`src/rtl/cmdq_pkg.sv`:
```
package cmdq_pkg;
  localparam int unsigned HOST_W      = 32;
  localparam int unsigned FREE_W      = 12;
  localparam int unsigned FB_BUSY_BIT = 24;
  localparam int unsigned RP_BUSY_BIT = 25;
  localparam int unsigned RDERR_BIT   = 30;
  localparam int unsigned OVF_BIT     = 31;
  localparam int unsigned MAX_DEPTH   = 4095;
  localparam int unsigned N_FLAGS     = 2;
  // flag slot order inside the sticky flag vector
  localparam int unsigned FLG_RDERR   = 0;
  localparam int unsigned FLG_OVF     = 1;
endpackage

```
`src/rtl/cmdq_store.sv`:
```
module cmdq_store #(
  parameter int unsigned DEPTH = 16,
  parameter int unsigned W     = 40,
  localparam int unsigned PTR_W = (DEPTH > 1) ? $clog2(DEPTH) : 1,
  localparam int unsigned CNT_W = $clog2(DEPTH + 1)
) (
  input  logic             clk_i,
  input  logic             rst_ni,
  input  logic             push_i,
  input  logic             pop_i,
  input  logic [W-1:0]     din_i,
  output logic [W-1:0]     dout_o,
  output logic             empty_o,
  output logic             full_o,
  output logic [CNT_W-1:0] used_o
);
  localparam logic [PTR_W-1:0] LAST  = PTR_W'(DEPTH - 1);
  localparam logic [CNT_W-1:0] FULLC = CNT_W'(DEPTH);

  logic [W-1:0]     mem_q [DEPTH];
  logic [PTR_W-1:0] wr_ptr_q, rd_ptr_q;
  logic [CNT_W-1:0] used_q;

  function automatic logic [PTR_W-1:0] nxt(input logic [PTR_W-1:0] p);
    return (p == LAST) ? '0 : p + 1'b1;
  endfunction

  always_ff @(posedge clk_i) begin
    if (push_i) mem_q[wr_ptr_q] <= din_i;
  end

  always_ff @(posedge clk_i or negedge rst_ni) begin
    if (!rst_ni) begin
      wr_ptr_q <= '0;
      rd_ptr_q <= '0;
      used_q   <= '0;
    end else begin
      if (push_i) wr_ptr_q <= nxt(wr_ptr_q);
      if (pop_i)  rd_ptr_q <= nxt(rd_ptr_q);
      case ({push_i, pop_i})
        2'b10:   used_q <= used_q + 1'b1;
        2'b01:   used_q <= used_q - 1'b1;
        default: used_q <= used_q;
      endcase
    end
  end

  assign dout_o  = mem_q[rd_ptr_q];
  assign empty_o = (used_q == '0);
  assign full_o  = (used_q == FULLC);
  assign used_o  = used_q;
endmodule

```
`src/rtl/cmdq_flags.sv`:
```
module cmdq_flags
  import cmdq_pkg::*;
(
  input  logic               clk_i,
  input  logic               rst_ni,
  input  logic [N_FLAGS-1:0] set_i,
  input  logic [N_FLAGS-1:0] clr_i,
  output logic [N_FLAGS-1:0] flag_o
);
  for (genvar g = 0; g < N_FLAGS; g++) begin : g_flag
    logic q;
    // set wins over clear so a fresh event is never lost
    always_ff @(posedge clk_i or negedge rst_ni) begin
      if (!rst_ni)       q <= 1'b0;
      else if (set_i[g]) q <= 1'b1;
      else if (clr_i[g]) q <= 1'b0;
    end
    assign flag_o[g] = q;
  end
endmodule

```
`src/rtl/cmdq_status.sv`:
```
module cmdq_status
  import cmdq_pkg::*;
#(
  parameter int unsigned DEPTH = 16,
  localparam int unsigned CNT_W = $clog2(DEPTH + 1)
) (
  input  logic [CNT_W-1:0]   used_i,
  input  logic               nonempty_i,
  input  logic               fb_busy_i,
  input  logic               rp_busy_i,
  input  logic [N_FLAGS-1:0] flag_i,
  output logic [HOST_W-1:0]  stat_o
);
  localparam logic [CNT_W-1:0] DEPTH_C = CNT_W'(DEPTH);
  logic [CNT_W-1:0] free;

  assign free = DEPTH_C - used_i;

  always_comb begin
    stat_o              = '0;
    stat_o[FREE_W-1:0]  = FREE_W'(free);
    stat_o[FB_BUSY_BIT] = fb_busy_i;
    stat_o[RP_BUSY_BIT] = rp_busy_i | nonempty_i;
    stat_o[RDERR_BIT]   = flag_i[FLG_RDERR];
    stat_o[OVF_BIT]     = flag_i[FLG_OVF];
  end
endmodule

```
`src/rtl/cmd_fifo_stat.sv`:
```
module cmd_fifo_stat
  import cmdq_pkg::*;
#(
  parameter int unsigned DEPTH = 16,
  parameter int unsigned IDX_W = 8
) (
  input  logic              clk_i,
  input  logic              rst_ni,
  input  logic              host_wr_i,
  input  logic              host_rd_i,
  input  logic              host_stat_sel_i,
  input  logic [IDX_W-1:0]  host_idx_i,
  input  logic [HOST_W-1:0] host_wdata_i,
  output logic [HOST_W-1:0] host_rdata_o,
  output logic              cmd_valid_o,
  input  logic              cmd_ready_i,
  output logic [IDX_W-1:0]  cmd_idx_o,
  output logic [HOST_W-1:0] cmd_data_o,
  input  logic              fb_busy_i,
  input  logic              rp_busy_i
);
  localparam int unsigned ENT_W = IDX_W + HOST_W;
  localparam int unsigned CNT_W = $clog2(DEPTH + 1);

  logic               wr_cmd, rd_cmd, wr_stat, rd_stat;
  logic               push, pop, empty, full;
  logic [CNT_W-1:0]   used;
  logic [ENT_W-1:0]   head;
  logic [N_FLAGS-1:0] flg_set, flg_clr, flags;
  logic [HOST_W-1:0]  stat_word;

  assign wr_cmd  = host_wr_i & ~host_stat_sel_i;
  assign rd_cmd  = host_rd_i & ~host_stat_sel_i;
  assign wr_stat = host_wr_i &  host_stat_sel_i;
  assign rd_stat = host_rd_i &  host_stat_sel_i;

  // a full queue drops the write even if a pop happens in the same cycle
  assign push = wr_cmd & ~full;
  assign pop  = cmd_ready_i & ~empty;

  cmdq_store #(.DEPTH(DEPTH), .W(ENT_W)) i_store (
    .clk_i  (clk_i),
    .rst_ni (rst_ni),
    .push_i (push),
    .pop_i  (pop),
    .din_i  ({host_idx_i, host_wdata_i}),
    .dout_o (head),
    .empty_o(empty),
    .full_o (full),
    .used_o (used)
  );

  always_comb begin
    flg_set            = '0;
    flg_clr            = '0;
    flg_set[FLG_OVF]   = wr_cmd & full;
    flg_set[FLG_RDERR] = rd_cmd;
    flg_clr[FLG_OVF]   = wr_stat & host_wdata_i[OVF_BIT];
    flg_clr[FLG_RDERR] = wr_stat & host_wdata_i[RDERR_BIT];
  end

  cmdq_flags i_flags (
    .clk_i (clk_i),
    .rst_ni(rst_ni),
    .set_i (flg_set),
    .clr_i (flg_clr),
    .flag_o(flags)
  );

  cmdq_status #(.DEPTH(DEPTH)) i_status (
    .used_i    (used),
    .nonempty_i(~empty),
    .fb_busy_i (fb_busy_i),
    .rp_busy_i (rp_busy_i),
    .flag_i    (flags),
    .stat_o    (stat_word)
  );

  assign host_rdata_o = rd_stat ? stat_word : '0;
  assign cmd_valid_o  = ~empty;
  assign {cmd_idx_o, cmd_data_o} = head;
endmodule

```
`config.mk`:
```
export PLATFORM = sky130hd
export DESIGN_NAME = cmd_fifo_stat
export DESIGN_NICKNAME = d
export VERILOG_FILES = /design/src/rtl/cmdq_pkg.sv /design/src/rtl/cmdq_store.sv /design/src/rtl/cmdq_flags.sv /design/src/rtl/cmdq_status.sv /design/src/rtl/cmd_fifo_stat.sv
export SDC_FILE = /design/constraint.sdc
export NUM_CORES = 1
export LEC_CHECK = 0
export ABC_AREA = 1
export BUFFER_PORTS_ARGS = -buffer_cell sky130_fd_sc_hd__buf_4
export CORE_MARGIN = 2
export CORE_UTILIZATION = 40
export DETAILED_ROUTE_END_ITERATION = 16
export GPL_ROUTABILITY_DRIVEN = 0
export HOLD_SLACK_MARGIN = 0.15
export PLACE_DENSITY_LB_ADDON = 0.25
export SYNTH_ARGS = -nofsm -noshare
export SYNTH_HDL_FRONTEND = slang
export SYNTH_HIERARCHICAL = 1
export SYNTH_SLANG_ARGS = --single-unit
```
`constraint.sdc`:
```
create_clock -name clk_i -period 4.69 [get_ports clk_i]
set_input_delay 0.469 -clock clk_i [delete_from_list [all_inputs] [get_ports clk_i]]
set_output_delay 0.469 -clock clk_i [all_outputs]
set_load 0.005 [all_outputs]
```
==> reports/results.tsv, run 1 <==
stage	metric	value	unit
placement	preCtsSetupSlack	1.44	ns
detailed_routing	wl_per_cell	18.9	um
sta	achievable-frequency	274	MHz
critical_path	critPathTopFamily	buffers and inverters	
detailed_routing	num_vias	17200	
logic_synthesis	synth-seq-area-share	71.9	%
floorplanning	fp.dieW	265	um
logic_synthesis	synth.top_cells.by_area	sky130_fd_sc_hd__edfxtp_1 71%, sky130_fd_sc_hd__nor2_1 9.7%, sky130_fd_sc_hd__nand2_1 4.0%, sky130_fd_sc_hd__o21ai_0 3.2%, sky130_fd_sc_hd__o21ai_1 2.8%	
logic_synthesis	synthDominantAreaCellType	sky130_fd_sc_hd__edfxtp_1	
logic_synthesis	async_flop_share	2.29	%
critical_path	worstPathMaxFanout	123	
cts	post_cts_resized	0	
layout	final_nets	2530	
critical_path	end_kind	output pin	
cts	cts_made_buffers	69	
detailed_routing	first_pass_iters	5	
grt	globalRoute.totalOverflow	0	
sta	final_max_slew_viol_count	0	
logic_synthesis	synth.yosys.warnings	6	
cts	tritoncts	done	
worst_hold_path	hp-class	input pin to flop	
status	status	completed	
floorplanning	floorplan.rows	95	
placement	buffer_ports.inserted	97	
sta	report.final.setup_viol	0	
critical_path	cp.required	4.22	ns
placement	place_inst	3266	
sta	grt_setup_unrepaired	no	
detailed_routing	detail_route.drc_violations	0	
critical_path	cp_data_arrival_time	3.18	ns
sta	setup_tns	0	ns
logic_synthesis	synth_top_area_share	70.5	%
detailed_routing	ant_nets	0	
logic_synthesis	synthDistinctLibCells	27	
critical_path	critical_path_buf_inv_count	4	
sta	fin_ws	1.04	ns
cts	clockRootBuffer	sky130_fd_sc_hd__clkbuf_16	
layout	antenna_cells	0	
power	maximum_vdd_drop	0.000493	V
sta	post-route-period-util	77.8	%
cts	total_number_of_h_tree_levels	3	
logic_synthesis	synth_most_common_cell	sky130_fd_sc_hd__nor2_1	
critical_path	cp_cell_sequence	inv_8, buf_12, o21ai_0, nand2_1, nand2_1, nand2_1, inv_1, nand2_1, buf_4	
detailed_routing	postRouteWirelength	64200	um
layout	final_cells	3401	
critical_path	critical-path-max-stage-delay	0.75	ns
detailed_routing	drtIter0Drc	1192	
critical_path	crit_path_frequent_cell	sky130_fd_sc_hd__nand2_1	
grt	overall_routing_resource_usage	18.2	%
grt	antenna_found_initial	0	
logic_synthesis	dominantRegCellSynth	sky130_fd_sc_hd__edfxtp_1	
critical_path	r2r_setup_slack	1.52	ns
cts	clkSlewWorstSetupHoldPaths	0.06	ns
job	maxCapViolations	0	
power	cellPowerDensity	590	mW/mm2
sta	hold_viol_final	0	
critical_path	start_kind	flop	
sta	tightestPinTransition	1.06	ns
logic_synthesis	synth_cells	2401	
logic_synthesis	synth.cells.most_frequent	701 x sky130_fd_sc_hd__nor2_1, 640 x sky130_fd_sc_hd__edfxtp_1, 292 x sky130_fd_sc_hd__nand2_1, 175 x sky130_fd_sc_hd__o21ai_0, 153 x sky130_fd_sc_hd__o21ai_1	
logic_synthesis	netlist_area	0.0272	mm2
cts	insertion_delay	0.61	ns
floorplanning	die_h	265	um
critical_path	cp_slowest_cell	sky130_fd_sc_hd__dfrtp_4	
layout	post_route_cells_drive_above_1_share	9.97	%
cts	ctsLongestPathBuffers	3	
floorplanning	floorplan.initialDensity	40.5	%
grt	grt_pass1_vias	16800	
sta	timing.slew.headroom	29.5	%
floorplanning	design.portCount	121	
logic_synthesis	synth-edff-count	640	
detailed_routing	avgViaCountPerCell	5.07	
sta	clock-skew-final	0.0144	ns
power	power.leakage	11.0	nW
grt	grt_pass1_wl	98000	um
placement	place.detailed.hpwl	34300	um
layout	area.growth.synth_to_final	13.2	%
sta	timing.final.crit_period	3.65	ns
cts	numClockSinks	655	
logic_synthesis	ys_ff_latch	655	
critical_path	timing_worst_setup_path_type	flop to output pin	
power	power.total	18.2	mW
floorplanning	core_area	0.0673	mm2
floorplanning	floorplan.die_area	0.0702	mm2
grt	grt_max_degree	160	
logic_synthesis	syn_area_per_cell	11.3	um2
-- power by group --
| group | total (mW) | switching, mW | leakage [nW] | internal [mW] |
|---|---|---|---|---|
| Combinational | 6.06 | 4.00 | 4.06 | 2.06 |
| Sequential | 7.01 | 0.264 | 5.94 | 6.74 |
| Clock | 5.13 | 2.18 | 1.03 | 2.95 |
-- kinds of logic (layout without fill, tap and decap cells) --
family	count (synthesis)	count (layout)	share of synthesized area, %
AOI/OAI and AO/OA	330	330	6.07
and+or+nand+nor	1133	1133	16.3
xor gates and xnor gates	3	3	0.0965
DFF	655	655	71.9
buffers and inverters	269	374	5.15
other	1	23	0.0138
adders and majority gates	10	10	0.459
-- flip-flops by register name, summed over array words and instances (netlist names) --
name              count
i_store/wr_ptr_q      4
i_flags/g_flag.q      2
i_store/rd_ptr_q      4
i_store/mem_q       640
i_store/used_o        5
-- worst register-to-register path, cell delays in order (launching register included) --
cell and delay [ns]:
sky130_fd_sc_hd__dfrtp_1 0.48, sky130_fd_sc_hd__nor2_1 0.08, sky130_fd_sc_hd__nand2_1 0.09, sky130_fd_sc_hd__nor2_1 0.06, sky130_fd_sc_hd__nor2_1 0.51, sky130_fd_sc_hd__nand2_1 0.40
sky130_fd_sc_hd__nor2_4 0.85, sky130_fd_sc_hd__buf_4 0.38
-- final cells by class --
cell class | instances | area (um2)
flip-flops and latches | 655 | 19600
fillers | 6122 | 36400
clock inverters | 41 | 280
inverters | 109 | 422
well taps | 873 | 1090
multi-input cells | 1499 | 6460
clock buffers | 86 | 1830
repair buffers | 138 | 1160
-- per-layer routing --
layer	global-route usage [%]	routed length [um]	share of wire [%]	up-vias
li1	-	-	-	8274
met2	32.3	32800	51	324
met3	2.64	2380	3.7	97
met1	23.0	27500	43	8543
met5	0	0	0	-
met4	5.47	1610	2.5	0
-- worst paths after layout --
path,from,end,depth (start not counted)
setup / recovery,i_store/rd_ptr_q[0],cmd_data_o[15],9
min in group asynchronous,rst_ni,i_store/used_o[3],2
max in group asynchronous,rst_ni,i_store/rd_ptr_q[0],2
hold / removal,host_wdata_i[27],i_store/mem_q[8][27],1
setup reg to reg,i_store/used_o[2],i_store/mem_q[1][28],7
hold reg to reg,i_flags/g_flag[0].q,i_flags/g_flag[0].q,2
-- per-stage QoR --
step	area, um2	utilization [%]	hold WS (ns)
floorplan	27300	-	0.173
global placement	28700	42.6	0.336
detailed placement	28700	42.6	0.341
CTS	30800	45.8	0.151
global route	30800	45.8	0.160
finish	30800	45.8	0.177
-- timing repair --
item / CTS / global route
hold buffers: 8 / 0
endpoints found under the hold margin: 90 / 0
setup buffers: 0 / 0
-- layout by cell type, fill, tap and decap left out, drive strengths merged, types with 2 or more instances in the layout --
cell,synthesis,layout
ha,10,10
clkbuf,33,86
nand4,2,2
dfrtp,15,15
clkinv,0,31
nand2,293,293
bufinv,0,3
edfxtp,640,640
inv,109,114
dlygate4sd3,0,8
xnor2,2,2
nand3,133,133
nor2,703,703
o21ai,328,328
buf,127,130
clkinvlp,0,2
conb,1,23
Note: power is estimated with default switching activity, not from simulation.
==> run 2, diff against run 1 <==
==> constraint.sdc (replaced) <==
create_clock -name clk_i -period 3.45 [get_ports clk_i]
set_input_delay 0.345 -clock clk_i [delete_from_list [all_inputs] [get_ports clk_i]]
set_output_delay 0.345 -clock clk_i [all_outputs]
set_load 0.005 [all_outputs]
==> run 2 against run 1 <==
Sequential share of layout area shrank 1.3 points. Flip-flop and latch count is the same. Cell count grew 1.4%. Global-route usage grew 0.53 points. Hold slack gained 0.071 ns. Clock skew shrank 0.0028 ns. Sequential power grew 35%. Register-to-register slack lost 0.77 ns. Setup slack lost 0.67 ns. Combinational power grew 42%. Count of clock-buffer cells in the layout grew 7. Via count grew 1.0%. Critical path type unchanged. Largest power group unchanged. Highest routed layer unchanged.
==> reports/results.tsv, run 2 (same netlist as run 1, synthesis figures left out) <==
stage	metric	value	unit	change
floorplanning	fp.dieW	265	um	unchanged
cts	post_cts_resized	0		unchanged
cts	clkSlewWorstSetupHoldPaths	0.06	ns	about the same
critical_path	worstPathMaxFanout	26		-79%
detailed_routing	drtIter0Drc	1426		+20%
power	power.leakage	11.3	nW	+2.6%
grt	overall_routing_resource_usage	18.7	%	+0.53 points
critical_path	reg2regPathDepth	17		+10
floorplanning	floorplan.initialDensity	40.5	%	unchanged
sta	timing.slew.headroom	40.6	%	+11 points
sta	setup_tns	0	ns	unchanged
layout	post_route_cells_drive_above_1_share	10.4	%	+0.45 points
sta	clock-skew-final	0.0116	ns	-0.00279 ns
grt	grt_max_degree	163		+1.9%
job	maxCapViolations	0		unchanged
critical_path	end_kind	output pin		
cts	numClockSinks	655		unchanged
worst_hold_path	hp-class	input pin to flop		
sta	final.hold.worst_slack	0.248	ns	+0.0715 ns
placement	place_area	0.0289	mm2	+0.88%
sta	post-route-period-util	89.4	%	
floorplanning	floorplan.die_area	0.0702	mm2	unchanged
floorplanning	die_h	265	um	unchanged
grt	grt_pass1_vias	16600		-1.4%
floorplanning	floorplan.rows	95		unchanged
detailed_routing	first_pass_iters	5		unchanged
critical_path	endpoint	cmd_data_o[29]		
detailed_routing	postRouteWirelength	65400	um	+1.9%
layout	number_of_flip_flops_in_the_largest_register	640		unchanged
critical_path	cp_cell_sequence	inv_2, buf_12, nand3_1, nand3_1, nand2_1, buf_4		
critical_path	critical_path_startpoint	i_store/rd_ptr_q[2]		
critical_path	cp_slowest_cell	sky130_fd_sc_hd__dfrtp_2		
critical_path	crit_path_frequent_cell	sky130_fd_sc_hd__nand3_1		
layout	layout.core_utilization	46.8	%	+0.97 points
critical_path	cp_data_arrival_time	2.74	ns	-0.44 ns
detailed_routing	ant_nets	0		unchanged
detailed_routing	avgViaCountPerCell	5.05		-0.34%
critical_path	reg2reg_to	i_store/used_o[4]		
critical_path	cp_num_cells	6		-3
status	status	completed		
layout	largest-register	i_store/mem_q		
cts	ctsLongestPathBuffers	3		unchanged
layout	layout_common_cells	684 x sky130_fd_sc_hd__nor2_1, 640 x sky130_fd_sc_hd__edfxtp_1, 292 x sky130_fd_sc_hd__nand2_1		
detailed_routing	wl_per_cell	19.0	um	+0.51%
power	cellPowerDensity	796	mW/mm2	+35%
cts	tritoncts	done		
sta	achievable-frequency	324	MHz	
detailed_routing	detail_route.drc_violations	0		unchanged
cts	insertion_delay	0.61	ns	about the same
sta	final_max_slew_viol_count	0		unchanged
power	maximum_vdd_drop	0.000667	V	+35%
layout	final_nets	2583		+2.1%
layout	area.growth.synth_to_final	15.6	%	
sta	report.final.setup_viol	0		unchanged
critical_path	cp.required	3.11	ns	-1.11 ns
sta	timing.final.crit_period	3.08	ns	
cts	cts_hold_buf	46		+38
grt	globalRoute.totalOverflow	0		unchanged
cts	clockRootBuffer	sky130_fd_sc_hd__clkbuf_16		
floorplanning	design.portCount	121		unchanged
sta	hold_viol_final	0		unchanged
layout	final_common_cell	sky130_fd_sc_hd__nor2_1		
critical_path	reg2reg_from	i_store/used_o[2]		
cts	total_number_of_h_tree_levels	3		unchanged
sta	grt_setup_unrepaired	no		
layout	design_area	0.0315	mm2	+2.1%
cts	cts_made_buffers	67		-2.9%
placement	buffer_ports.inserted	97		unchanged
critical_path	critPathTopFamily	buffers and inverters		
floorplanning	core_area	0.0673	mm2	unchanged
placement	place.detailed.hpwl	35200	um	+2.6%
cts	post_cts_buffers	0		unchanged
critical_path	critical_path_buf_inv_count	3		-1
detailed_routing	num_vias	17400		+1.0%
sta	tightestPinTransition	0.891	ns	-0.166 ns
grt	antenna_found_initial	0		unchanged
critical_path	r2r_setup_slack	0.75	ns	-0.77 ns
critical_path	critical-path-max-stage-delay	0.86	ns	+0.11 ns
critical_path	timing_worst_setup_path_type	flop to output pin		
grt	grt_pass1_wl	100000	um	+2.2%
critical_path	start_kind	flop		
-- run 2: where the power goes --
group          switching [mW]  internal (mW)
logic                    5.62           2.97
clock network            2.91           4.13
registers               0.280           9.16
total                    8.81           16.3
-- run 2: worst min-delay path: stages --
cell and delay (ns):
sky130_fd_sc_hd__buf_4 0.08, sky130_fd_sc_hd__inv_1 0.03, sky130_fd_sc_hd__nor2_1 0.07, sky130_fd_sc_hd__buf_4 0.18, sky130_fd_sc_hd__o21ai_0 0.10
-- run 2: metal layers --
layer,wire [um],track usage (%)
met4,1560,6.57
met3,3190,2.53
met2,32600,31.8
met1,28100,24.7
met5,0,0
-- run 2: stage by stage --
step / std cells / setup slack [ns] / power [mW]
after floorplan: 2423 / 0.157 / 15.2
after global placement: 3283 / 0.774 / 18.2
after detailed placement: 3283 / 0.725 / 18.3
after CTS: 3446 / 0.332 / 25.4
after global routing: 3446 / 0.214 / 26.6
final: 3447 / 0.367 / 25.1
-- run 2: how the worst min path moves through the flow --
stage,from,slack (ns),end,depth (start not counted)
after floorplan,rst_ni,0.05,i_flags/g_flag[0].q,0
after global placement,rst_ni,0.23,i_store/used_o[0],1
after detailed placement,rst_ni,0.23,i_store/used_o[3],1
after CTS,cmd_ready_i,0.23,i_store/rd_ptr_q[1],5
after global routing,cmd_ready_i,0.28,i_store/rd_ptr_q[1],6
final,cmd_ready_i,0.25,i_store/rd_ptr_q[1],5
-- run 2: cell type report --
class / count / area (um2)
Fill cell: 6062 / 35800
Timing Repair Buffer: 193 / 1790
Multi-Input combinational cell: 1499 / 6460
Clock inverter: 24 / 240
Tap cell: 873 / 1090
Clock buffer: 93 / 1890
Sequential cell: 655 / 19600
Antenna cell: 1 / 2.50
Inverter: 109 / 422
==> run 3, diff against run 2 <==
--- a/config.mk
+++ b/config.mk
@@ -6,10 +6,10 @@
 export NUM_CORES = 1
 export LEC_CHECK = 0
 export ABC_AREA = 1
-export BUFFER_PORTS_ARGS = -buffer_cell sky130_fd_sc_hd__buf_4
 export CORE_MARGIN = 2
 export CORE_UTILIZATION = 40
 export DETAILED_ROUTE_END_ITERATION = 16
+export DONT_BUFFER_PORTS = 1
 export GPL_ROUTABILITY_DRIVEN = 0
 export HOLD_SLACK_MARGIN = 0.15
 export PLACE_DENSITY_LB_ADDON = 0.25
==> run 3 against run 2 <==
Critical path depth down 1. Combinational power shrank 8.0%. Clock skew up 0.012 ns. Wire length up 5.6%. Largest power group unchanged. Critical path type unchanged. Global-route usage rose by 0.95 points.
==> reports/results.tsv, run 3 (same netlist as run 1, synthesis figures left out) <==
stage	metric	value	unit	change
detailed_routing	drtIter0Drc	1443		+1.2%
floorplanning	floorplan.die_area	0.0702	mm2	unchanged
sta	report.final.setup_viol	0		unchanged
critical_path	cp_cell_sequence	inv_2, buf_4, nand3_1, nand3_1, nand2_1		
sta	final.hold.worst_slack	0.213	ns	-0.0349 ns
floorplanning	fp.dieW	265	um	unchanged
detailed_routing	first_pass_iters	5		unchanged
power	power.leakage	10.8	nW	-4.7%
cts	numClockSinks	655		unchanged
status	status	completed		
power	power_switching_share	36.4	%	+1.3 points
layout	final_nets	2484		-3.8%
grt	globalRoute.totalOverflow	0		unchanged
placement	place.detailed.hpwl	36200	um	+2.8%
grt	overall_routing_resource_usage	19.6	%	+0.95 points
critical_path	reg2reg_from	i_store/used_o[2]		
worst_hold_path	hold_start	cmd_ready_i		
detailed_routing	detail_route.drc_violations	0		unchanged
critical_path	r2r_setup_slack	0.45	ns	-0.30 ns
floorplanning	floorplan.initialDensity	40.5	%	unchanged
sta	final_max_slew_viol_count	0		unchanged
sta	timing.slew.headroom	39.1	%	-1.5 points
sta	achievable-frequency	317	MHz	-2.2%
power	maximum_vdd_drop	0.000554	V	-17%
power	cellPowerDensity	793	mW/mm2	-0.41%
layout	post_route_cells_drive_above_1_share	6.51	%	-3.9 points
critical_path	timing_worst_setup_path_type	flop to output pin		
sta	grt_setup_unrepaired	no		
floorplanning	core_area	0.0673	mm2	unchanged
floorplanning	floorplan.rows	95		unchanged
critical_path	cp.required	3.11	ns	about the same
detailed_routing	ant_nets	0		unchanged
cts	insertion_delay	0.60	ns	about the same
cts	ctsLongestPathBuffers	3		unchanged
sta	setup_tns	0	ns	unchanged
detailed_routing	num_vias	17100		-1.8%
power	power_frac_clock	28.7	%	+0.6 points
layout	number_of_flip_flops_in_the_largest_register	640		unchanged
layout	final.fill_count	6110		+0.79%
placement	buffer_ports.inserted	0		-100%
power	netSwitchingPower	8.85	mW	+0.46%
critical_path	crit_path_frequent_cell	sky130_fd_sc_hd__nand3_1		
worst_hold_path	hp-class	input pin to flop		
sta	clock-skew-final	0.0234	ns	+0.0119 ns
power	internal_power	15.5	mW	-4.9%
cts	clkSlewWorstSetupHoldPaths	0.06	ns	about the same
critical_path	critical_path_startpoint	i_store/rd_ptr_q[2]		
cts	total_number_of_h_tree_levels	3		unchanged
critical_path	worstPathMaxFanout	29		+12%
detailed_routing	postRouteWirelength	69100	um	+5.6%
layout	area.growth.synth_to_final	12.5	%	
layout	layout_common_cells	684 x sky130_fd_sc_hd__nor2_1, 640 x sky130_fd_sc_hd__edfxtp_1, 292 x sky130_fd_sc_hd__nand2_1		
cts	post_cts_resized	0		unchanged
sta	timing.final.crit_period	3.15	ns	+0.0678 ns
cts	clockRootBuffer	sky130_fd_sc_hd__clkbuf_16		
layout	final_common_cell	sky130_fd_sc_hd__nor2_1		
grt	grt_pass1_wl	104000	um	+4.1%
grt	antenna_found_initial	2		+2
grt	grt_pass1_vias	16700		+0.79%
grt	grt_max_degree	163		unchanged
critical_path	start_kind	flop		
cts	post_cts_buffers	0		unchanged
sta	hold_viol_final	0		unchanged
job	maxCapViolations	0		unchanged
detailed_routing	wl_per_cell	20.6	um	+8.7%
cts	cts_made_buffers	68		+1.5%
sta	post-route-period-util	91.3	%	+2.0 points
floorplanning	design.portCount	121		unchanged
power	pwr-share-seq	38.8	%	+1.1 points
critical_path	critical-path-max-stage-delay	0.91	ns	+0.05 ns
detailed_routing	avgViaCountPerCell	5.11		+1.1%
floorplanning	die_h	265	um	unchanged
critical_path	cp_data_arrival_time	2.81	ns	+0.07 ns
critical_path	end_kind	output pin		
cts	tritoncts	done		
layout	largest-register	i_store/mem_q		
critical_path	cp_slowest_cell	sky130_fd_sc_hd__dfrtp_2		
power	pwr-share-comb	32.5	%	-1.8 points
sta	tightestPinTransition	0.914	ns	+0.0232 ns
==> run 3: changes by cell type in the layout (fill, tap and decap cells not counted) <==
cell                            before  now
sky130_fd_sc_hd__buf_4             129   32
sky130_fd_sc_hd__clkbuf_8            7    0
sky130_fd_sc_hd__clkinv_1            8   15
sky130_fd_sc_hd__inv_6               6    3
sky130_fd_sc_hd__buf_12             18   16
sky130_fd_sc_hd__clkinv_8            1    3
sky130_fd_sc_hd__bufinv_16           4    5
sky130_fd_sc_hd__clkbuf_16          69   68
sky130_fd_sc_hd__clkinv_2            6    5
sky130_fd_sc_hd__clkinvlp_4          0    1
sky130_fd_sc_hd__diode_2             1    2
sky130_fd_sc_hd__dlygate4sd3_1      46   45
==> run 3: path summary, 6_finish.rpt <==
kind,cells past startpoint,end
max,5,cmd_data_o[5]
min,5,i_store/rd_ptr_q[1]
max reg2reg,7,i_store/mem_q[10][22]
min reg2reg,2,i_flags/g_flag[1].q
max in group asynchronous,1,i_store/rd_ptr_q[0]
min in group asynchronous,1,i_flags/g_flag[1].q
==> run 3: power by group through the flow <==
stage / Clock (mW) / Sequential (mW) / Combinational (mW)
3_3_place_gp: 0 / 9.59 / 7.80
2_1_floorplan: 0 / 9.46 / 5.76
3_5_place_dp: 0 / 9.60 / 7.87
6_report: 6.98 / 9.43 / 7.90
4_1_cts: 7.11 / 9.43 / 8.05
5_1_grt: 7.42 / 9.47 / 8.95
==> run 3: worst max-delay path: cells and delay by family (launching register included) <==
kind / cells / cell delay, ns
simple gates: 3 / 0.43
flops: 1 / 0.91
buf+inv: 2 / 0.86
==> run 3: routing by layer <==
layer	vias up	GRT usage, %	share of wire [%]
met1	8406	25.8	43
met4	2	5.62	2.2
met2	420	33.5	50
met5	-	0	0.019
li1	8172	-	-
met3	96	3.48	5.5
==> run 3: area by class of cell <==
| class | count | area, um2 | area share [%] |
|---|---|---|---|
| sequential | 655 | 19600 | 63.9 |
| multi-input combinational | 1499 | 6460 | 21.1 |
| clock buffer | 85 | 1770 | 5.76 |
| tap | 873 | 1090 | 3.56 |
| timing repair buffer | 93 | 1010 | 3.30 |
| inverter | 109 | 422 | 1.38 |
| clock inverter | 31 | 305 | 0.996 |
| antenna | 2 | 5.00 | 0.0163 |
==> run 3: through the flow <==
stage / instances / setup slack, ns / utilization (%) / area, um2 / total power [mW]
global placement: 3184 / 0.515 / 41.8 / 28100 / 17.4
CTS: 3345 / 0.247 / 45.6 / 30700 / 24.6
finish: 3347 / 0.299 / 45.6 / 30700 / 24.3
detailed placement: 3184 / 0.484 / 41.8 / 28100 / 17.5
global route: 3345 / 0.192 / 45.6 / 30700 / 25.8
floorplan: 2423 / 0.157 / - / 27300 / 15.2
==> run 3: timing repair <==
| action | in CTS | in global routing |
|---|---|---|
| endpoints found under the setup margin | 0 | 0 |
| endpoints found under the hold margin | 657 | 0 |
| hold buffers | 45 | 0 |
